`config.mk`:
```
export PLATFORM = sky130hd
export DESIGN_NAME = tmr_capture_chan
export DESIGN_NICKNAME = d
export VERILOG_FILES = /design/src/rtl/tcc_pkg.sv /design/src/rtl/tcc_tick_gen.sv /design/src/rtl/tcc_edge_det.sv /design/src/rtl/tmr_capture_chan.sv
export SDC_FILE = /design/constraint.sdc
export NUM_CORES = 1
export LEC_CHECK = 0
export BUFFER_PORTS_ARGS = -buffer_cell sky130_fd_sc_hd__buf_2
export CAP_MARGIN = 20
export CORE_MARGIN = 3
export CORE_UTILIZATION = 63
export CTS_CLUSTER_SIZE = 40
export DETAILED_ROUTE_END_ITERATION = 7
export GPL_TIMING_DRIVEN = 0
export PLACE_DENSITY = 0.89
export SLEW_MARGIN = 20
export SYNTH_ARGS = -nofsm -noshare
export SYNTH_HDL_FRONTEND = slang
export SYNTH_SLANG_ARGS = --single-unit
```
`constraint.sdc`:
```
create_clock -name clk -period 9.1 [get_ports clk]
set_input_delay 0.455 -clock clk [delete_from_list [all_inputs] [get_ports clk]]
set_output_delay 0.455 -clock clk [all_outputs]
set_load 0.005 [all_outputs]
```
`src/rtl/tcc_pkg.sv`:
```
`timescale 1ns/1ps
package tcc_pkg;
    localparam int ADDR_W = 4;
    localparam logic [ADDR_W-1:0] A_CMD   = 4'd0;
    localparam logic [ADDR_W-1:0] A_MODE  = 4'd1;
    localparam logic [ADDR_W-1:0] A_CNT   = 4'd2;
    localparam logic [ADDR_W-1:0] A_CAPA  = 4'd3;
    localparam logic [ADDR_W-1:0] A_CAPB  = 4'd4;
    localparam logic [ADDR_W-1:0] A_RCMP  = 4'd5;
    localparam logic [ADDR_W-1:0] A_STAT  = 4'd6;
    localparam logic [ADDR_W-1:0] A_IEN   = 4'd7;
    localparam logic [ADDR_W-1:0] A_IDIS  = 4'd8;
    localparam logic [ADDR_W-1:0] A_IMASK = 4'd9;

    typedef enum logic [1:0] {CLK_OFF, CLK_RUN, CLK_FROZEN} clk_state_t;
    typedef enum logic {CAP_WAIT_A, CAP_WAIT_B} cap_state_t;

    function automatic logic edge_hit(input logic [1:0] sel, input logic rise, input logic fall);
        return (sel[0] & rise) | (sel[1] & fall);
    endfunction
endpackage

```
`src/rtl/tcc_tick_gen.sv`:
```
`timescale 1ns/1ps
module tcc_tick_gen #(
    parameter int PRESC_W = 10
) (
    input  logic       clk,
    input  logic       rst_n,
    input  logic [2:0] src_sel,
    input  logic       fall_edge,
    input  logic [1:0] gate_sel,
    input  logic [2:0] ext_clk,
    output logic       tick
);
    logic [PRESC_W-1:0] presc;
    logic [2:0]         ext_q;
    logic               lvl_q;
    logic               src_lvl;
    logic               gated;

    always_ff @(posedge clk or negedge rst_n) begin
        if (!rst_n) begin
            presc <= '0;
            ext_q <= '0;
            lvl_q <= 1'b0;
        end else begin
            presc <= presc + 1'b1;
            ext_q <= ext_clk;
            lvl_q <= gated;
        end
    end

    // divide by 2^(k+1) is prescaler bit k
    always_comb begin
        unique case (src_sel)
            3'd0:    src_lvl = presc[0];
            3'd1:    src_lvl = presc[2];
            3'd2:    src_lvl = presc[4];
            3'd3:    src_lvl = presc[6];
            3'd4:    src_lvl = presc[9];
            3'd5:    src_lvl = ext_q[0];
            3'd6:    src_lvl = ext_q[1];
            default: src_lvl = ext_q[2];
        endcase
        unique case (gate_sel)
            2'd0:    gated = src_lvl;
            2'd1:    gated = src_lvl & ext_q[0];
            2'd2:    gated = src_lvl & ext_q[1];
            default: gated = src_lvl & ext_q[2];
        endcase
    end

    assign tick = fall_edge ? (lvl_q & ~gated) : (gated & ~lvl_q);

    assert_tick_single_R3: assert property (@(posedge clk) disable iff (!rst_n)
        tick |=> !tick);
endmodule

```
`src/rtl/tcc_edge_det.sv`:
```
`timescale 1ns/1ps
module tcc_edge_det #(
    parameter int W = 2
) (
    input  logic         clk,
    input  logic         rst_n,
    input  logic [W-1:0] sig,
    output logic [W-1:0] rise,
    output logic [W-1:0] fall
);
    logic [W-1:0] prev;

    always_ff @(posedge clk or negedge rst_n) begin
        if (!rst_n) prev <= '0;
        else        prev <= sig;
    end

    for (genvar i = 0; i < W; i++) begin : g_bit
        assign rise[i] = sig[i] & ~prev[i];
        assign fall[i] = ~sig[i] & prev[i];
    end
endmodule

```
`src/rtl/tmr_capture_chan.sv`:
```
`timescale 1ns/1ps
module tmr_capture_chan
    import tcc_pkg::*;
#(
    parameter int CNT_W   = 16,
    parameter int PRESC_W = 10
) (
    input  logic        clk,
    input  logic        rst_n,
    input  logic        wr_en,
    input  logic        rd_en,
    input  logic [3:0]  addr,
    input  logic [31:0] wdata,
    output logic [31:0] rdata,
    input  logic [2:0]  ext_clk,
    input  logic        in_a,
    input  logic        in_b,
    output logic        irq
);
    localparam logic [CNT_W-1:0] CNT_MAX = {CNT_W{1'b1}};
    localparam int EV_W = 8;

    // register strobes
    logic wr_cmd, wr_mode, wr_rcmp, wr_ien, wr_idis, rd_stat, rd_capa, rd_capb;
    assign wr_cmd  = wr_en && addr == A_CMD;
    assign wr_mode = wr_en && addr == A_MODE;
    assign wr_rcmp = wr_en && addr == A_RCMP;
    assign wr_ien  = wr_en && addr == A_IEN;
    assign wr_idis = wr_en && addr == A_IDIS;
    assign rd_stat = rd_en && addr == A_STAT;
    assign rd_capa = rd_en && addr == A_CAPA;
    assign rd_capb = rd_en && addr == A_CAPB;

    logic cmd_en, cmd_dis, cmd_trg;
    assign cmd_en  = wr_cmd & wdata[0];
    assign cmd_dis = wr_cmd & wdata[1];
    assign cmd_trg = wr_cmd & wdata[2];

    // mode word and fields
    logic [31:0] mode;
    logic [2:0]  m_src;
    logic        m_fall, m_bstop, m_bdis, m_tsrc_a, m_rctrg;
    logic [1:0]  m_gate, m_tedge, m_lda, m_ldb;
    assign m_src    = mode[2:0];
    assign m_fall   = mode[3];
    assign m_gate   = mode[5:4];
    assign m_bstop  = mode[6];
    assign m_bdis   = mode[7];
    assign m_tedge  = mode[9:8];
    assign m_tsrc_a = mode[10];
    assign m_rctrg  = mode[14];
    assign m_lda    = mode[17:16];
    assign m_ldb    = mode[19:18];

    // submodules
    logic       tick;
    logic [1:0] rise, fall;

    tcc_tick_gen #(.PRESC_W(PRESC_W)) u_tick (
        .clk(clk), .rst_n(rst_n), .src_sel(m_src), .fall_edge(m_fall),
        .gate_sel(m_gate), .ext_clk(ext_clk), .tick(tick)
    );

    tcc_edge_det #(.W(2)) u_edges (
        .clk(clk), .rst_n(rst_n), .sig({in_b, in_a}), .rise(rise), .fall(fall)
    );

    // state registers
    clk_state_t clk_st, clk_nx;
    cap_state_t cap_st, cap_nx;

    logic [CNT_W-1:0] cnt, cnt_nxt, cap_a, cap_b, rcmp;
    logic             trig_pend, a_full, b_full;
    logic [EV_W-1:0]  ev, ev_set, imask;

    logic clock_on, running, count_tick, load_a, load_b;
    logic ext_trig, rc_hit, ovf, lovr, trig_any;

    // state-derived outputs
    always_comb begin
        clock_on = 1'b0;
        running  = 1'b0;
        unique case (clk_st)
            CLK_OFF:    begin clock_on = 1'b0; running = 1'b0; end
            CLK_RUN:    begin clock_on = 1'b1; running = 1'b1; end
            CLK_FROZEN: begin clock_on = 1'b1; running = 1'b0; end
            default:    begin clock_on = 1'b0; running = 1'b0; end
        endcase
        load_a = 1'b0;
        load_b = 1'b0;
        unique case (cap_st)
            CAP_WAIT_A: load_a = clock_on && edge_hit(m_lda, rise[0], fall[0]);
            CAP_WAIT_B: load_b = clock_on && edge_hit(m_ldb, rise[0], fall[0]);
            default: ;
        endcase
    end

    assign count_tick = tick && running;
    assign cnt_nxt    = trig_pend ? '0 : cnt + 1'b1;
    assign rc_hit     = count_tick && (cnt_nxt == rcmp);
    assign ovf        = count_tick && !trig_pend && (cnt == CNT_MAX);
    assign ext_trig   = m_tsrc_a ? edge_hit(m_tedge, rise[0], fall[0])
                                 : edge_hit(m_tedge, rise[1], fall[1]);
    assign trig_any   = cmd_trg | ext_trig | (rc_hit & m_rctrg);
    assign lovr       = (load_a & a_full) | (load_b & b_full);
    assign ev_set     = {ext_trig, load_b, load_a, rc_hit, 2'b00, lovr, ovf};

    // clock state machine
    always_comb begin
        clk_nx = clk_st;
        unique case (clk_st)
            CLK_OFF:    if (cmd_en && !cmd_dis) clk_nx = CLK_RUN;
            CLK_RUN: begin
                if (cmd_dis)                  clk_nx = CLK_OFF;
                else if (load_b && m_bdis)    clk_nx = CLK_OFF;
                else if (load_b && m_bstop)   clk_nx = CLK_FROZEN;
            end
            CLK_FROZEN: begin
                if (cmd_dis)       clk_nx = CLK_OFF;
                else if (trig_any) clk_nx = CLK_RUN;
            end
            default:    clk_nx = CLK_OFF;
        endcase
    end

    // capture state machine
    always_comb begin
        cap_nx = cap_st;
        if (trig_any) cap_nx = CAP_WAIT_A;
        else begin
            unique case (cap_st)
                CAP_WAIT_A: if (load_a) cap_nx = CAP_WAIT_B;
                CAP_WAIT_B: if (load_b) cap_nx = CAP_WAIT_A;
                default:    cap_nx = CAP_WAIT_A;
            endcase
        end
    end

    always_ff @(posedge clk or negedge rst_n) begin
        if (!rst_n) begin
            clk_st <= CLK_OFF;
            cap_st <= CAP_WAIT_A;
        end else begin
            clk_st <= clk_nx;
            cap_st <= cap_nx;
        end
    end

    // datapath registers
    always_ff @(posedge clk or negedge rst_n) begin
        if (!rst_n) begin
            mode      <= '0;
            rcmp      <= CNT_MAX;
            cnt       <= '0;
            trig_pend <= 1'b0;
            cap_a     <= '0;
            cap_b     <= '0;
            a_full    <= 1'b0;
            b_full    <= 1'b0;
            ev        <= '0;
            imask     <= '0;
        end else begin
            if (wr_mode) mode <= wdata;
            if (wr_rcmp) rcmp <= wdata[CNT_W-1:0];
            if (count_tick) cnt <= cnt_nxt;
            if (trig_any)        trig_pend <= 1'b1;
            else if (count_tick) trig_pend <= 1'b0;
            if (load_a) cap_a <= cnt;
            if (load_b) cap_b <= cnt;
            if (load_a)       a_full <= 1'b1;
            else if (rd_capa) a_full <= 1'b0;
            if (load_b)       b_full <= 1'b1;
            else if (rd_capb) b_full <= 1'b0;
            ev <= (rd_stat ? '0 : ev) | ev_set;
            if (wr_ien)       imask <= imask | wdata[EV_W-1:0];
            else if (wr_idis) imask <= imask & ~wdata[EV_W-1:0];
        end
    end

    assign irq = |(ev & imask);

    // read mux
    always_comb begin
        rdata = '0;
        unique case (addr)
            A_MODE:  rdata = mode;
            A_CNT:   rdata[CNT_W-1:0] = cnt;
            A_CAPA:  rdata[CNT_W-1:0] = cap_a;
            A_CAPB:  rdata[CNT_W-1:0] = cap_b;
            A_RCMP:  rdata[CNT_W-1:0] = rcmp;
            A_STAT:  rdata = {13'b0, in_b, in_a, clock_on, 8'b0, ev};
            A_IMASK: rdata[EV_W-1:0] = imask;
            default: rdata = '0;
        endcase
    end

    // assertions
    assert_cnt_hold_off_R2: assert property (@(posedge clk) disable iff (!rst_n)
        !running |=> $stable(cnt));
    assert_disable_cmd_R2: assert property (@(posedge clk) disable iff (!rst_n)
        cmd_dis |=> clk_st == CLK_OFF);
    assert_b_waits_for_a_R5: assert property (@(posedge clk) disable iff (!rst_n)
        cap_st == CAP_WAIT_A |=> $stable(cap_b));
    assert_bstop_freezes_R7: assert property (@(posedge clk) disable iff (!rst_n)
        (load_b && m_bstop && !m_bdis && !cmd_dis && clk_st == CLK_RUN) |=> clk_st == CLK_FROZEN);
    assert_trig_clears_R8: assert property (@(posedge clk) disable iff (!rst_n)
        (count_tick && trig_pend) |=> cnt == '0);
    assert_wrap_zero_R10: assert property (@(posedge clk) disable iff (!rst_n)
        ovf |=> (cnt == '0 && ev[0]));
    assert_read_clears_R11: assert property (@(posedge clk) disable iff (!rst_n)
        (rd_stat && ev_set == '0) |=> ev == '0);
    assert_mask_off_R12: assert property (@(posedge clk) disable iff (!rst_n)
        (wr_idis && &wdata[EV_W-1:0]) |=> !irq);
endmodule

```
==> flow_summary.json <==
{
  "p_leak_nw": 3.60,
  "finalSetupViolCount": 0,
  "grt_pass1_wl_um": 31500,
  "crit_fanout": 6,
  "core_mm2": 0.0105,
  "cp-start-kind": "flip-flop",
  "yosys_warnings": 0,
  "grt_max_degree": 83,
  "post-route-util_pct": 76.5,
  "clock-sinks": 132,
  "cts_setup_buffers": 0,
  "ir_drop_v": 0.000212,
  "drtPass1Iterations": 7,
  "yosys-top-cells-count": "116 x dfrtp_1, 81 x mux2_2, 53 x nand2_1, 34 x nor2_1, 33 x a22oi_1",
  "synthesis.area_mm2": 0.00692,
  "holdBufCountCts": 1,
  "overflow": 0,
  "tightest_slew_ps": 1110,
  "fp.dieArea_mm2": 0.0123,
  "num_io_pins": 78,
  "area_delta_synth_final_pct": 16.2,
  "layout_setup_ws_ps": 5510,
  "status": "finished clean",
  "synth-edff-count": 0,
  "clk_path_buf_depth": 2,
  "ys_ff_latch": 132,
  "power_density_mw_per_mm2": 222,
  "numCtsBuffers": 17,
  "grt_util_all_layers_pct": 32.5,
  "syn_area_per_cell_um2": 10.9,
  "p_total_mw": 1.79,
  "num_rows": 37,
  "final.setup.tns_ps": 0,
  "finalCriticalPeriod_ps": 3590,
  "crit_type": "reg2reg",
  "wl_um": 19700,
  "cts_resized": 0,
  "first_global_vias": 6113,
  "post-route-drc-count": 0,
  "yosysTopAreaCell": "dfrtp_1",
  "drive_gt1_share_pct": 29.6,
  "ys_seq_area_share_pct": 48.0,
  "die_y_um": 111,
  "antenna_found_initial": 0,
  "clock_latency_ps": 540,
  "drv_cap": 0,
  "fin_skew_ps": 8.13,
  "fmax_ghz": 0.279,
  "h-tree-depth": 4,
  "ctsRootBufferMaster": "clkbuf_8",
  "yosysUniqueCellTypes": 60,
  "fin_crit_sh_pct": 39.5,
  "nets": 790,
  "gp_congestion": 0.956,
  "die_x_um": 111,
  "numPortBuffers": 77,
  "wl_per_cell_um": 22.3,
  "arrival_ps": 4010,
  "syn_nets": 692,
  "hold_class": "in2reg",
  "critPathCaptureType": "flip-flop",
  "cp.required_ps": 9520,
  "cts_tree": "built",
  "slew-limit-headroom_pct": 25.6,
  "synth_cells": 638,
  "start_util_pct": 65.9,
  "ant_nets": 0,
  "async_reset_ff_share_pct": 100,
  "dpl.hpwl_um": 13500,
  "rsz0062_at_grt": "false",
  "yosysMostFrequentCell": "dfrtp_1",
  "ys.flop_type": "dfrtp_1",
  "yosysTopAreaCellShare_pct": 41.9,
  "drtIter0Drc": 853,
  "diodes": 0,
  "clk_pin_slew_ps": 60,
  "slew_violations": 0,
  "vias": 6016,
  "dp_worst_setup_slack_ps": 5580,
  "avgViaCountPerCell": 6.80,
  "synth_area_leaders": "dfrtp_1 42%, mux2_2 13%, dfstp_2 6.1%",
  "hold_viol": 0
}
==> cells by family after synthesis <==
family                     after synthesis  synth area share (%)
AOI/OAI and AO/OA                      135                  14.1
xor gates and xnor gates                18                  2.67
adders and majority gates                9                  1.63
buffers and inverters                   52                  3.09
DFF                                    132                  48.0
muxes                                   91                  14.6
and+or+nand+nor                        201                  15.9
==> critical path, cell delays in order (launching register included) <==
cell	delay, ps
dfrtp_1	500
ha_1	340
nand4_1	320
or3_1	480
o2bb2ai_1	140
or4b_4	540
nor4_4	310
nand4_2	240
a21oi_4	230
mux2_1	360
==> cell usage in the layout, fill, tap and decap left out, types with 4 or more instances in the layout <==
cell type,Yosys,routed
a21o_1,6,6
a21oi_1,12,12
a222oi_1,15,15
a22o_1,12,12
a22oi_1,33,33
and2_1,15,15
and3_1,7,7
buf_2,3,79
buf_4,4,4
clkbuf_1,28,31
clkbuf_16,0,16
clkinvlp_4,0,6
dfrtp_1,116,116
dfstp_2,16,16
ha_1,9,9
inv_1,13,13
mux2_2,81,81
mux2i_1,9,9
nand2_1,53,53
nand2b_1,6,6
nand3_1,21,21
nand4_1,10,10
nor2_1,34,34
nor2b_1,8,8
nor3_1,10,10
o21ai_0,30,30
o21ai_1,4,4
o31ai_1,5,5
or3_1,10,10
xnor2_1,12,12
xor2_1,4,4
==> metrics by stage <==
step / instance area [um2] / hold slack, ps / instances
2_1_floorplan: 6920 / 159 / 638
3_3_place_gp: 7480 / 456 / 851
3_5_place_dp: 7510 / 429 / 852
4_1_cts: 8040 / 10.5 / 885
5_1_grt: 8040 / 4.83 / 885
6_report: 8040 / 15.2 / 885
==> where the power goes <==
| group | leakage, nW | switching (mW) | internal [mW] |
|---|---|---|---|
| Sequential | 1.67 | 0.0940 | 0.692 |
| Clock | 0.237 | 0.266 | 0.342 |
| Combinational | 1.70 | 0.217 | 0.175 |
| Total | 3.60 | 0.577 | 1.21 |
==> layout make-up <==
type | count | area [um2]
Clock inverter | 11 | 81.3
Sequential cell | 132 | 3320
Timing Repair Buffer | 79 | 429
Tap cell | 136 | 170
Fill cell | 647 | 2470
Buffer | 38 | 161
Clock buffer | 21 | 439
Inverter | 14 | 52.6
Multi-Input combinational cell | 454 | 3390
==> layer usage <==
metal	GRT usage, %	part of all wire, %	up-vias
li1	-	-	2571
met1	40.0	37	2942
met2	53.2	49	416
met3	7.64	9.8	87
met4	17.1	4.4	0
met5	0	0	-
==> registers in the layout, indices dropped and copies added, names as in the netlist, 2 cells and up, named ones only <==
register	count
clk_st	2
ev	6
mode	32
u_edges.prev	2
u_tick.presc	10
rcmp	16
cap_b	16
cnt	16
cap_a	16
u_tick.ext_q	3
==> worst paths after layout <==
path	start	slack (ps)	cells past startpoint	endpoint
min	ext_clk[2]	20	1	u_tick.ext_q[2]$_DFF_PN0_
max reg2reg	cnt[1]$_DFFE_PN0P_	5510	9	clk_st[0]$_DFFE_PN0P_
max in group asynchronous	rst_n	7890	3	rcmp[7]$_DFFE_PN1P_
min in group asynchronous	rst_n	430	2	cnt[4]$_DFFE_PN0P_
max	cnt[1]$_DFFE_PN0P_	5510	9	clk_st[0]$_DFFE_PN0P_
min reg2reg	u_tick.presc[9]$_DFF_PN0_	470	1	u_tick.presc[9]$_DFF_PN0_
Power figures use the tool's default switching activity.
